==> src/rtl/poison_pkg.sv <==
package poison_pkg;

  typedef enum logic [1:0] {
    OPK_PLAIN = 2'd0,
    OPK_STORE = 2'd1,
    OPK_CHECK = 2'd2
  } op_kind_e;

  // check outranks store, store outranks the plain forms
  function automatic op_kind_e classify(input logic is_store, input logic is_check);
    if (is_check)      return OPK_CHECK;
    else if (is_store) return OPK_STORE;
    else               return OPK_PLAIN;
  endfunction

endpackage

==> src/rtl/poison_rst_sync.sv <==
module poison_rst_sync (
  input  logic clk,
  input  logic rst_n,
  output logic rst_sync_n
);

  logic stage0_q;
  logic stage1_q;

  always_ff @(posedge clk or negedge rst_n) begin
    if (!rst_n) begin
      stage0_q <= 1'b0;
      stage1_q <= 1'b0;
    end else begin
      stage0_q <= 1'b1;
      stage1_q <= stage0_q;
    end
  end

  assign rst_sync_n = stage1_q;

endmodule

==> src/rtl/poison_tag_file.sv <==
module poison_tag_file #(
  parameter int NREG  = 32,
  parameter int IDX_W = $clog2(NREG)
) (
  input  logic             clk,
  input  logic             rst_n,
  input  logic             wr_en,
  input  logic [IDX_W-1:0] wr_idx,
  input  logic             wr_val,
  input  logic [IDX_W-1:0] rd_a_idx,
  input  logic [IDX_W-1:0] rd_b_idx,
  output logic             rd_a,
  output logic             rd_b,
  output logic [NREG-1:0]  tags_o
);

  logic [NREG-1:0] tag_q;
  logic [NREG-1:0] tag_en;

  for (genvar g = 0; g < NREG; g++) begin : g_entry
    logic tag_nx;

    always_comb begin
      tag_en[g] = wr_en && (wr_idx == IDX_W'(g));
      tag_nx    = wr_val;
    end

    always_ff @(posedge clk or negedge rst_n) begin
      if (!rst_n) begin
        tag_q[g] <= 1'b0;
      end else if (tag_en[g]) begin
        tag_q[g] <= tag_nx;
      end
    end
  end

  assign rd_a   = tag_q[rd_a_idx];
  assign rd_b   = tag_q[rd_b_idx];
  assign tags_o = tag_q;


  zero_reg_clean_chk: assert property (@(posedge clk) disable iff (!rst_n)
    !tag_q[0]);

endmodule

==> src/rtl/poison_decide.sv <==
module poison_decide
  import poison_pkg::*;
#(
  parameter int IDX_W = 5
) (
  input  logic             vld,
  input  op_kind_e         kind,
  input  logic             spec,
  input  logic             exc,
  input  logic             dst_wr,
  input  logic [IDX_W-1:0] dst,
  input  logic [IDX_W-1:0] src_a,
  input  logic [IDX_W-1:0] src_b,
  input  logic             tag_a,
  input  logic             tag_b,
  output logic             wr_en,
  output logic             wr_val,
  output logic             fault_nx,
  output logic             recover_nx,
  output logic [IDX_W-1:0] idx_nx
);

  logic             any_src;
  logic [IDX_W-1:0] first_src;
  logic             dst_ok;

  always_comb begin
    any_src   = tag_a | tag_b;
    first_src = tag_a ? src_a : src_b;
    dst_ok    = dst_wr && (dst != '0);
  end

  always_comb begin
    wr_en      = 1'b0;
    wr_val     = 1'b0;
    fault_nx   = 1'b0;
    recover_nx = 1'b0;
    idx_nx     = '0;
    if (vld) begin
      unique case (kind)
        OPK_CHECK: begin
          if (tag_a) begin
            recover_nx = 1'b1;
            idx_nx     = src_a;
          end
        end
        OPK_STORE: begin
          if (any_src) begin
            fault_nx = 1'b1;
            idx_nx   = first_src;
          end
        end
        default: begin
          if (spec) begin
            wr_en  = dst_ok;
            wr_val = any_src | exc;
          end else if (any_src) begin
            fault_nx = 1'b1;
            idx_nx   = first_src;
          end else if (exc) begin
            fault_nx = 1'b1;
            idx_nx   = dst;
          end else begin
            wr_en  = dst_ok;
            wr_val = 1'b0;
          end
        end
      endcase
    end
  end

endmodule

==> src/rtl/poison_req_reg.sv <==
module poison_req_reg #(
  parameter int IDX_W = 5
) (
  input  logic             clk,
  input  logic             rst_n,
  input  logic             vld_i,
  input  logic             fault_nx,
  input  logic             recover_nx,
  input  logic [IDX_W-1:0] idx_nx,
  output logic             fault_q,
  output logic             recover_q,
  output logic [IDX_W-1:0] idx_q
);

  logic             fault_d;
  logic             recover_d;
  logic [IDX_W-1:0] idx_d;

  always_comb begin
    fault_d   = fault_nx;
    recover_d = recover_nx;
    idx_d     = (fault_nx | recover_nx) ? idx_nx : '0;
  end

  always_ff @(posedge clk or negedge rst_n) begin
    if (!rst_n) begin
      fault_q   <= 1'b0;
      recover_q <= 1'b0;
      idx_q     <= '0;
    end else begin
      fault_q   <= fault_d;
      recover_q <= recover_d;
      idx_q     <= idx_d;
    end
  end


  one_request_chk: assert property (@(posedge clk) disable iff (!rst_n)
    $onehot0({fault_q, recover_q}));


  request_follows_valid_chk: assert property (@(posedge clk) disable iff (!rst_n)
    (fault_q | recover_q) |-> $past(vld_i));

endmodule

==> src/rtl/poison_tracker.sv <==
module poison_tracker
  import poison_pkg::*;
#(
  parameter int NREG  = 32,
  parameter int IDX_W = $clog2(NREG)
) (
  input  logic             clk,
  input  logic             rst_n,
  input  logic             ins_vld,
  input  logic [IDX_W-1:0] ins_src_a,
  input  logic [IDX_W-1:0] ins_src_b,
  input  logic [IDX_W-1:0] ins_dst,
  input  logic             ins_dst_wr,
  input  logic             ins_spec,
  input  logic             ins_exc,
  input  logic             ins_store,
  input  logic             ins_check,
  output logic             fault_req,
  output logic             recover_req,
  output logic [IDX_W-1:0] req_reg_idx,
  output logic [NREG-1:0]  tag_state
);

  logic             rst_sync_n;
  op_kind_e         kind;
  logic             tag_a;
  logic             tag_b;
  logic             wr_en;
  logic             wr_val;
  logic             fault_nx;
  logic             recover_nx;
  logic [IDX_W-1:0] idx_nx;

  assign kind = classify(ins_store, ins_check);

  poison_rst_sync u_rst (
    .clk        (clk),
    .rst_n      (rst_n),
    .rst_sync_n (rst_sync_n)
  );

  poison_tag_file #(.NREG(NREG), .IDX_W(IDX_W)) u_tags (
    .clk      (clk),
    .rst_n    (rst_sync_n),
    .wr_en    (wr_en),
    .wr_idx   (ins_dst),
    .wr_val   (wr_val),
    .rd_a_idx (ins_src_a),
    .rd_b_idx (ins_src_b),
    .rd_a     (tag_a),
    .rd_b     (tag_b),
    .tags_o   (tag_state)
  );

  poison_decide #(.IDX_W(IDX_W)) u_decide (
    .vld        (ins_vld),
    .kind       (kind),
    .spec       (ins_spec),
    .exc        (ins_exc),
    .dst_wr     (ins_dst_wr),
    .dst        (ins_dst),
    .src_a      (ins_src_a),
    .src_b      (ins_src_b),
    .tag_a      (tag_a),
    .tag_b      (tag_b),
    .wr_en      (wr_en),
    .wr_val     (wr_val),
    .fault_nx   (fault_nx),
    .recover_nx (recover_nx),
    .idx_nx     (idx_nx)
  );

  poison_req_reg #(.IDX_W(IDX_W)) u_req (
    .clk        (clk),
    .rst_n      (rst_sync_n),
    .vld_i      (ins_vld),
    .fault_nx   (fault_nx),
    .recover_nx (recover_nx),
    .idx_nx     (idx_nx),
    .fault_q    (fault_req),
    .recover_q  (recover_req),
    .idx_q      (req_reg_idx)
  );


  spec_exc_tags_dst_chk: assert property (@(posedge clk) disable iff (!rst_sync_n)
    (ins_vld && !ins_check && !ins_store && ins_spec && ins_exc && ins_dst_wr
     && (ins_dst != '0))
    |=> (tag_state[$past(ins_dst)] && !fault_req && !recover_req));


  nonspec_poison_faults_chk: assert property (@(posedge clk) disable iff (!rst_sync_n)
    (ins_vld && !ins_check && !ins_store && !ins_spec
     && (tag_state[ins_src_a] || tag_state[ins_src_b]))
    |=> (fault_req && $stable(tag_state)));


  store_keeps_tags_chk: assert property (@(posedge clk) disable iff (!rst_sync_n)
    (ins_vld && ins_store && !ins_check) |=> (!recover_req && $stable(tag_state)));


  check_recovers_chk: assert property (@(posedge clk) disable iff (!rst_sync_n)
    (ins_vld && ins_check && tag_state[ins_src_a])
    |=> (recover_req && !fault_req && (req_reg_idx == $past(ins_src_a))
         && $stable(tag_state)));

endmodule

==> config.mk <==
export PLATFORM = sky130hd
export DESIGN_NAME = poison_tracker
export DESIGN_NICKNAME = d
export VERILOG_FILES = /design/src/rtl/poison_pkg.sv /design/src/rtl/poison_rst_sync.sv /design/src/rtl/poison_tag_file.sv /design/src/rtl/poison_decide.sv /design/src/rtl/poison_req_reg.sv /design/src/rtl/poison_tracker.sv
export SDC_FILE = /design/constraint.sdc
export NUM_CORES = 1
export LEC_CHECK = 0
export ABC_CLOCK_PERIOD_IN_PS = 2700
export BUFFER_PORTS_ARGS = -buffer_cell sky130_fd_sc_hd__buf_4
export CORE_UTILIZATION = 58
export CTS_CLUSTER_DIAMETER = 200
export DETAILED_ROUTE_END_ITERATION = 12
export PLACE_DENSITY_LB_ADDON = 0.08
export SYNTH_ARGS = -nofsm -noshare
export SYNTH_HDL_FRONTEND = slang
export SYNTH_SLANG_ARGS = --single-unit
==> constraint.sdc <==
create_clock -name clk -period 2.7 [get_ports clk]
set_input_delay 0.405 -clock clk [delete_from_list [all_inputs] [get_ports clk]]
set_output_delay 0.405 -clock clk [all_outputs]
set_load 0.05 [all_outputs]
==> results of run 1 <==
## repair_timing
item | 4_1_cts
cloned | 3
resized for setup | 64
endpoints found under the setup margin | 31
pin swaps | 14
hold buffers | 1
setup buffers | 6
endpoints found under the hold margin | 2
## metrics by stage
step | util (%) | instances
after CTS | 94.94 | 430
after detailed placement | 82.36 | 412
after global placement | 82.36 | 412
after floorplan | - | 259
## cell families after synthesis
group	after synthesis	synth area share, %
buffers and inverters	24	3.926
AND/OR/NAND/NOR	96	18.78
flip-flops	41	38.79
AO/OA/AOI/OAI	39	11.12
multiplexers	58	27.25
other	1	0.1418
## routing by layer
metal / GRT usage [%] / overflow
met5: 5.556 / 0
met4: 89.57 / 33
met3: 66.86 / 0
met2: 106.0 / 95
met1: 87.41 / 1
==> flow_summary.yaml, run 1 <==
run_status:
  status: "aborted with a tool error"
  lastStage: "global routing (5_1_grt)"
  error_line: "[ERROR GRT-0232] Routing congestion too high. Check the congestion heatmap in the GUI."
synth:
  synth-edff-count: 0
  yosysMostFrequentCell: "dfrtp_1"
  syn_area_sq_um: 2645
  synth_cells: 259
  synthFlopType: "dfrtp_1"
  synth_common_cells: "dfrtp_1, mux2_2, nor3_1"
  yosysUniqueCellTypes: 38
  syn_area_per_cell_sq_um: 10.21
  synth.area.top_cells: "dfrtp_1, mux2_2, mux2i_1, mux4_2, nor3_1"
  synth_top_cell_area_share_pct: 38.79
  synth_largest_area_cell: "dfrtp_1"
  ys_seq_area_share_pct: 38.79
  yosys_warnings: 0
  synth_seq_cells: 41
  syn-num-nets: 282
  synthArstFlopShare_pct: 100.0
clock_network:
  cts_buffer_depth: 2
  cts_made_buffers: 5
  clockRootBuffer: "clkbuf_8"
  htree_num_levels: 2
  clock_sinks: 41
grt:
  grtUsageTotal_pct: 86.38
  grt_max_degree: 23
  overflow: 129
floorplan:
  die_w_microns: 69.53
  fp-row-count: 24
  start_util_pct: 60.75
  io_pins: 62
  die_h_microns: 69.53
placement:
  dp_hpwl_mm: 6.374
  placed_cell_area_sq_um: 3586
  dpl_worst_slack_ns: -0.4127
  place.gp.congestion: 0.9364
  portBuffers: 61
timing:
  postGrtWorstEndpoint: "u_tags.tags_o[1]$_DFFE_PN0P_/D"
  worstEpCategory: "register data pin"
==> run 2: changes to the inputs <==
- CORE_UTILIZATION: 58 -> 40
- CTS_CLUSTER_DIAMETER: 200 -> unset
- PLACE_DENSITY_LB_ADDON: 0.08 -> 0.15
==> run 2 against run 1 <==
Against the previous run:
- the flow now finishes, with violations (negative setup slack)
- area after synthesis is the same
- synthesized cell count is the same
==> flow_summary.yaml, run 2 <==
synth:
  synth-simple-area-share_pct: 18.78
  yosys_warnings: 0
  syn_area_per_cell_sq_um: 10.21
  syn_area_sq_um: 2645
  synth.area.top_cells: "dfrtp_1, mux2_2, mux2i_1, mux4_2, nor3_1"
  yosysMostFrequentCell: "dfrtp_1"
  synthArstFlopShare_pct: 100.0
  synthFlopType: "dfrtp_1"
  syn-num-nets: 282
  synthXorXnorAreaFrac_pct: 0
  synthMuxAreaShare_pct: 27.25
  synthAdderAreaFrac_pct: 0
  synth-edff-count: 0
  synth_seq_cells: 41
  synth_top_cell_area_share_pct: 38.79
  synth_common_cells: "dfrtp_1, mux2_2, nor3_1"
  synth_top_family_by_area: "multiplexers"
  yosysUniqueCellTypes: 38
  synth-compound-area-share_pct: 11.12
  synth_largest_area_cell: "dfrtp_1"
  synth_cells: 259
  ys_seq_area_share_pct: 38.79
clock_network:
  tritoncts: "built"
  insertion_delay_ns: 0.30
  cts_made_buffers: 5
  htree_num_levels: 2
  clock_sinks: 41
  cts.reportedPaths.clkPinSlew_ns: 0.09
  clockRootBuffer: "clkbuf_8"
  cts_buffer_depth: 2
setup_path:
  start_kind: "flop"
  timing.rr.end: "u_tags.tags_o[20]"
  cp_slowest_cell: "mux4_2"
  cp_max_fo: 32
  path_class: "reg -> reg"
  crit_chain: "mux4_2 > mux2_4 > o2bb2ai_2 > a311oi_2 > a41oi_2 > buf_12 > nor3_1 > mux2_2"
  ff2ff_setup_slack_ns: -0.07
  rr_worst_depth: 8
  end_kind: "flop"
  required_ns: 2.89
  max_stage_delay_ns: 0.46
  cp_data_arrival_time_ns: 2.96
  r2r_start: "u_tags.tags_o[14]"
finish:
  drive_gt1_share_pct: 52.99
  num-fill-cells: 532
  final_util_pct: 60.71
  final_cell_mix: "buf_4, dfrtp_1, mux2_2, nand2_1, nor3_1"
  largest_reg_flops: 32
  area_growth_pct: 45.74
  final_common_cell: "buf_4"
  final_net_count: 390
  antenna_cells: 0
routing:
  routedWlPerCell_microns: 18.74
  drt_iter0_markers: 248
  num_vias: 2530
  routed_wl_mm: 8.338
  antenna_left: 0
  drcViolationCount: 0
  vias_per_cell: 5.685
  firstDrtPassIters: 4
power_and_ir_drop:
  p_leak_uw: 0.001803
  power_density_nw_per_um2: 337.0
  vdd_drop_max_uv: 207.1
  power_uw: 1299
grt:
  grtUsageTotal_pct: 23.98
  first_global_vias: 2495
  grt_max_degree: 33
  antenna_found_initial: 0
  grt_pass1_wl_mm: 13.15
  overflow: 0
run_status:
  status: "finished, violations left"
  violations: "negative setup slack"
timing:
  post-route-min-period_ns: 2.771
  max_freq_mhz: 360.9
  setup_viol: 27
  fin_crit_sh_pct: 102.6
  fin_skew_ns: 0.003487
  drv_slew: 0
  rsz0062_at_grt: "yes"
  final_hold_viol_count: 0
  tightest_slew_ns: 0.8777
  postLayoutSetupSlackWorst_ns: -0.07080
  max_slew_margin_pct: 41.48
placement:
  dpl_worst_slack_ns: -0.3835
  place.gp.congestion: 0.9419
  portBuffers: 61
  dp_hpwl_mm: 6.058
floorplan:
  io_pins: 62
  die_h_microns: 83.32
  fp-row-count: 29
  coreArea_sq_um: 6350
  die_w_microns: 83.32
  start_util_pct: 41.66
  dieArea_sq_um: 6941
hold_path:
  min_path_type: "reg -> reg"
  min_from: "u_rst.stage0_q"
  hold_depth: 0
  holdPathEnd: "u_rst.rst_sync_n"
flow_run:
  drv_cap: 0
## run 2: cell counts after synthesis
No cell type changed its count.
## run 2: kinds of logic after synthesis
group | after synthesis
simple gates | 96
mux | 58
flops | 41
compound gates | 39
buf+inv | 24
other cells | 1
## run 2: routing by layer
metal  global-route usage [%]  wire length, microns  up-vias
li1                         -                     -     1190
met2                    37.78                  3962       98
met5                        0                     0        -
met1                    33.55                  3709     1222
met4                    7.680                   184        0
met3                    4.175                   481       20
## run 2: worst max path at each step
stage / from / endpoint / slack, ns / cells after the start
after global routing: u_tags.tags_o[11] / u_tags.tags_o[17] / -0.12 / 10
after floorplan: ins_src_a[2] / u_tags.tags_o[24] / -0.08 / 9
after detailed placement: ins_src_a[2] / u_tags.tags_o[24] / -0.38 / 10
after global placement: ins_src_a[2] / u_tags.tags_o[16] / -0.28 / 9
final: u_tags.tags_o[14] / u_tags.tags_o[20] / -0.07 / 8
after CTS: u_tags.tags_o[14] / u_tags.tags_o[24] / -0.09 / 8
## run 2: cell type report
cell class	instances	area [sq um]	area share [%]
multi-input cells	194	1657	42.97
clock inverters	2	15.01	0.3895
clock buffers	6	72.57	1.883
flip-flops and latches	41	1036	26.87
well taps	77	96.34	2.499
repair buffers	119	955.9	24.80
inverters	6	22.52	0.5842
## run 2: per-stage QoR
stage / hold WS [ns] / std cells / cell area (sq um) / TNS (ns)
floorplan: 0.1094 / 259 / 2730 / -1.466
global placement: 0.1878 / 431 / 3597 / -5.972
detailed placement: 0.1889 / 431 / 3597 / -9.224
CTS: 0.3549 / 441 / 3741 / -1.165
global route: 0.3687 / 445 / 3855 / -3.070
finish: 0.3537 / 445 / 3855 / -0.7603
## run 2: where the power goes
group / total, uW / internal [uW] / switching [uW]
logic: 253 / 103 / 150
registers: 630 / 621 / 8.72
clock network: 416 / 183 / 234
## run 2: what timing repair did
item,4_1_cts,5_1_grt
setup buffers,1,2
endpoints found under the setup margin,26,31
hold buffers,1,0
hold endpoints to repair,2,0
pin swaps,2,2
gates resized for setup,6,8
cloned,0,2
## run 2: worst max-delay path: cells and delay by family (launching register included)
family | cells | cell delay, ns
buf+inv | 1 | 0.21
compound gates | 3 | 0.59
mux | 3 | 1.11
flops | 1 | 0.42
simple gates | 1 | 0.31
(Power assumes the default switching activity.)
==> run 3: changes to the inputs <==
- CELL_PAD_IN_SITES_DETAIL_PLACEMENT: unset -> 1
- CELL_PAD_IN_SITES_GLOBAL_PLACEMENT: unset -> 1
- CTS_BUF_LIST: unset -> sky130_fd_sc_hd__clkbuf_8
==> run 3 against run 2 <==
Against the previous run:
- the run still ends with negative setup slack left
- worst setup slack got worse by 0.25 ns
- largest power group unchanged
- sequential power is essentially flat
- critical path depth did not move
- fmax decreased by 8.3%
- die area did not move
- via count up 15%
- clock power is 25% higher
- clock skew up 0.0025 ns
- combinational power up 24%
- global-route usage is 10 points higher
- first-iteration DRC count decreased by 19%
- flip-flop and latch count unchanged
==> flow_summary.yaml, run 3 (synthesis gave the netlist of run 2 again) <==
finish:
  final_cell_area_sq_um: 4195
  final_cell_mix: "buf_4, dfrtp_1, nand2_1"
  final_net_count: 398
  final_util_pct: 66.07
  num-fill-cells: 669
  antenna_cells: 0
  register_area_sq_um: 1036
  largest_reg_flops: 32
  multiInputGateArea_sq_um: 1874
  final_common_cell: "buf_4"
  area_growth_pct: 58.61
  drive_gt1_share_pct: 60.11
timing:
  drv_slew: 0
  fin_crit_sh_pct: 112.0
  max_slew_margin_pct: 41.42
  fin_skew_ns: 0.006011
  setup_viol: 35
  max_freq_mhz: 330.8
  final_hold_viol_count: 0
  rsz0062_at_grt: "yes"
  postLayoutSetupSlackWorst_ns: -0.3231
  tightest_slew_ns: 0.8787
  post-route-min-period_ns: 3.023
  hold_ws_ns: 0.3698
run_status:
  status: "finished, violations left"
  violations: "negative setup slack"
floorplan:
  die_h_microns: 83.32
  coreArea_sq_um: 6350
  io_pins: 62
  start_util_pct: 41.66
  die_w_microns: 83.32
  fp-row-count: 29
  dieArea_sq_um: 6941
grt:
  grt_max_degree: 28
  antenna_found_initial: 0
  grt_pass1_wl_mm: 17.80
  grtUsageTotal_pct: 34.31
  overflow: 0
  first_global_vias: 2945
hold_path:
  min_path_type: "reg -> async"
setup_path:
  ff2ff_setup_slack_ns: -0.32
  r2r_start: "u_tags.tags_o[15]"
  rr_worst_depth: 8
  required_ns: 2.89
  cp_max_fo: 14
  timing.rr.end: "u_tags.tags_o[6]"
  end_kind: "flop"
  path_class: "reg -> reg"
  start_kind: "flop"
  cp_data_arrival_time_ns: 3.22
flow_run:
  drv_cap: 0
clock_network:
  insertion_delay_ns: 0.31
  clock_sinks: 41
  cts_buffer_depth: 2
  cts.reportedPaths.clkPinSlew_ns: 0.09
  cts_made_buffers: 5
  htree_num_levels: 2
  tritoncts: "built"
  clockRootBuffer: "clkbuf_8"
placement:
  place.gp.congestion: 0.8749
  dp_hpwl_mm: 7.303
  portBuffers: 61
  placed_cell_area_sq_um: 3640
power_and_ir_drop:
  power_uw: 1467
  p_leak_uw: 0.001918
  power_density_nw_per_um2: 349.7
  vdd_drop_max_uv: 255.2
routing:
  routed_wl_mm: 12.54
  firstDrtPassIters: 4
  antenna_left: 0
  drt_iter0_markers: 202
  drcViolationCount: 0
  routedWlPerCell_microns: 27.68
  vias_per_cell: 6.435
  num_vias: 2915
[run 3: cell count changes in the layout (fill, tap and decap cells not counted), moves of 12 or more]
cell / change
nor3_1: -14
mux2_4: +14
mux2_2: -14
nor3_2: +12
[run 3: metal layers]
layer	track usage [%]	wire (microns)
met3	4.871	856
met2	58.12	6187
met1	43.33	4831
met5	0	0
met4	15.67	664
[run 3: power by group]
| part | internal (uW) | switching (uW) | leakage [uW] |
|---|---|---|---|
| combinational | 124 | 190 | 0.00131 |
| sequential | 621 | 9.57 | 0.000552 |
| clock | 274 | 248 | 0.0000595 |
| total | 1020 | 448 | 0.00192 |
[run 3: worst max-delay path, stage by stage (launching register included)]
cell	delay, ns
dfrtp_2	0.44
mux4_2	0.48
mux2_4	0.31
o2bb2ai_4	0.14
a311oi_4	0.33
a41oi_4	0.25
buf_12	0.23
nor3_1	0.31
mux2_2	0.40
[run 3: cell type report]
cell class,instances,area share [%]
multi-input combinational,194,44.68
clock buffer,5,1.640
clock inverter,3,1.014
timing repair buffer,127,25.14
sequential,41,24.69
tap,77,2.296
inverter,6,0.5368
[run 3: what timing repair did]
| action | in CTS | in global routing |
|---|---|---|
| cloned | 2 | 1 |
| buffers inserted | 8 | 4 |
| gates resized for setup | 17 | 46 |
| pin swaps | 1 | 6 |
| hold buffers | 1 | 0 |
| endpoints found under the setup margin | 31 | 36 |
| endpoints found under the hold margin | 2 | 0 |
[run 3: stage by stage]
stage / TNS, ns / instances / setup WS [ns]
after floorplan: -1.466 / 259 / -0.08154
after global placement: -5.699 / 435 / -0.2698
after detailed placement: -9.464 / 435 / -0.4130
after CTS: -1.567 / 452 / -0.1106
after global routing: -8.722 / 453 / -0.3805
final: -7.057 / 453 / -0.3231
[run 3: how the worst max path moves through the flow]
stage	to	slack, ns	cells past startpoint	startpoint
finish	u_tags.tags_o[6]	-0.32	8	u_tags.tags_o[15]
floorplan	u_tags.tags_o[24]	-0.08	9	ins_src_a[2]
global route	u_tags.tags_o[6]	-0.38	8	u_tags.tags_o[15]
detailed placement	u_tags.tags_o[24]	-0.41	9	ins_src_a[2]
CTS	u_tags.tags_o[31]	-0.11	8	u_tags.tags_o[15]
global placement	u_tags.tags_o[24]	-0.27	9	ins_src_a[2]
==> run 4: changes to the inputs <==
- PLACE_DENSITY_LB_ADDON: 0.15 -> 0.08
==> run 4 against run 3 <==
Against the previous run:
- the run still ends with negative setup slack left
- final cell count decreased by 0.88%
- total power decreased by 6.4%
- largest cell class unchanged
- die area unchanged
- highest routed layer unchanged
- clock power decreased by 17%
- critical endpoint is now u_tags.tags_o[4]
==> flow_summary.yaml, run 4 (synthesis gave the netlist of run 2 again) <==
run_status:
  status: "finished, violations left"
  violations: "negative setup slack"
hold_path:
  holdPathEnd: "u_req.recover_q"
  min_from: "ins_vld"
  hold_depth: 2
  min_path_type: "in -> reg"
grt:
  grtUsageTotal_pct: 27.09
  antenna_found_initial: 0
  grt_pass1_wl_mm: 14.46
  overflow: 0
  grt_max_degree: 32
  first_global_vias: 2696
floorplan:
  fp-row-count: 29
  dieArea_sq_um: 6941
  start_util_pct: 41.66
  die_w_microns: 83.32
  die_h_microns: 83.32
  coreArea_sq_um: 6350
  io_pins: 62
setup_path:
  critPathTopFamily: "multiplexers"
  cp_slowest_cell: "mux4_2"
  max_stage_delay_ns: 0.47
  path_class: "reg -> reg"
  r2r_start: "u_tags.tags_o[2]"
  start_kind: "flop"
  cp_max_fo: 15
  end_kind: "flop"
  crit_chain: "mux4_2 > mux2_4 > o2bb2ai_4 > a311oi_4 > a41oi_4 > clkbuf_16 > nor3_1 > mux2_2"
  rr_worst_depth: 8
  cp_num_buf_inv: 1
  cp_data_arrival_time_ns: 3.12
  required_ns: 2.89
  ff2ff_setup_slack_ns: -0.22
  timing.rr.end: "u_tags.tags_o[4]"
finish:
  final_util_pct: 64.39
  area_growth_pct: 54.59
  final_common_cell: "buf_4"
  drive_gt1_share_pct: 56.45
  final_cell_mix: "buf_4, dfrtp_1, nand2_1, mux2_2, mux2i_1"
  stdcell_count: 449
  final_net_count: 394
  largest_reg_flops: 32
  antenna_cells: 0
  final_cell_area_sq_um: 4089
clock_network:
  insertion_delay_ns: 0.31
  cts_buffer_depth: 2
  clockRootBuffer: "clkbuf_8"
  clock_sinks: 41
  cts.reportedPaths.clkPinSlew_ns: 0.09
  cts_made_buffers: 5
  tritoncts: "built"
  htree_num_levels: 2
timing:
  setup_viol: 31
  rsz0062_at_grt: "yes"
  max_slew_margin_pct: 38.12
  fin_skew_ns: 0.007938
  fin_crit_sh_pct: 108.3
  postLayoutSetupSlackWorst_ns: -0.2247
  drv_slew: 0
  final_hold_viol_count: 0
  tightest_slew_ns: 0.9282
  hold_ws_ns: 0.3701
  max_freq_mhz: 341.9
  post-route-min-period_ns: 2.925
flow_run:
  drv_cap: 0
power_and_ir_drop:
  power_density_nw_per_um2: 335.9
  p_leak_uw: 0.001891
  vdd_drop_max_uv: 254.1
routing:
  antenna_left: 0
  routedWlPerCell_microns: 25.81
  firstDrtPassIters: 4
  vias_per_cell: 6.163
  drt_iter0_markers: 202
  routed_wl_mm: 11.59
  drcViolationCount: 0
  num_vias: 2767
placement:
  dpl_worst_slack_ns: -0.4184
  placed_cell_area_sq_um: 3595
  place.gp.congestion: 0.9145
  place_inst: 429
  portBuffers: 61
  dp_hpwl_mm: 7.027
[run 4: final cells by class]
class                      instances  area, sq um
clock buffer                       5        68.82
clock inverter                     3        18.77
fill                             687         2261
inverter                           6        22.52
multi-input combinational        194         1809
sequential                        41         1036
tap                               77        96.34
timing repair buffer             123         1037
[run 4: routing by layer]
metal	global-route usage [%]	part of all wire, %	up-vias
met1	34.57	40	1425
met5	0	0	-
li1	-	-	1194
met3	2.883	5.8	29
met2	47.32	51	119
met4	10.03	2.8	0
[run 4: through the flow]
stage	TNS, ns	power, uW
6_report	-3.364	1374
5_1_grt	-5.525	1415
4_1_cts	-1.078	1308
3_5_place_dp	-9.095	887.7
3_3_place_gp	-7.070	882.5
2_1_floorplan	-1.466	780.0
[run 4: what timing repair did]
item	CTS	global route
gates cloned	0	5
endpoints found under the hold margin	2	0
pin swaps	1	6
endpoints found under the setup margin	27	31
resized for setup	6	36
buffers inserted	0	7
hold buffers	1	0
[run 4: worst register-to-register path, cell delays in order (launching register included)]
cell       delay (ns)
dfrtp_2          0.44
mux4_2           0.47
mux2_4           0.30
o2bb2ai_4        0.13
a311oi_4         0.28
a41oi_4          0.25
clkbuf_16        0.26
nor3_1           0.30
mux2_2           0.38
[run 4: how the worst max path moves through the flow]
stage / from / end / cells after the start
final: u_tags.tags_o[2] / u_tags.tags_o[4] / 8
after detailed placement: ins_src_a[2] / u_tags.tags_o[17] / 10
after global routing: u_tags.tags_o[30] / u_tags.tags_o[4] / 8
after CTS: u_tags.tags_o[15] / u_tags.tags_o[5] / 8
after floorplan: ins_src_a[2] / u_tags.tags_o[24] / 9
after global placement: ins_src_a[2] / u_tags.tags_o[17] / 10
[run 4: power breakdown]
part	internal, uW	switching, uW
logic	125	185
clock network	179	255
registers	621	9.73
total	925	449
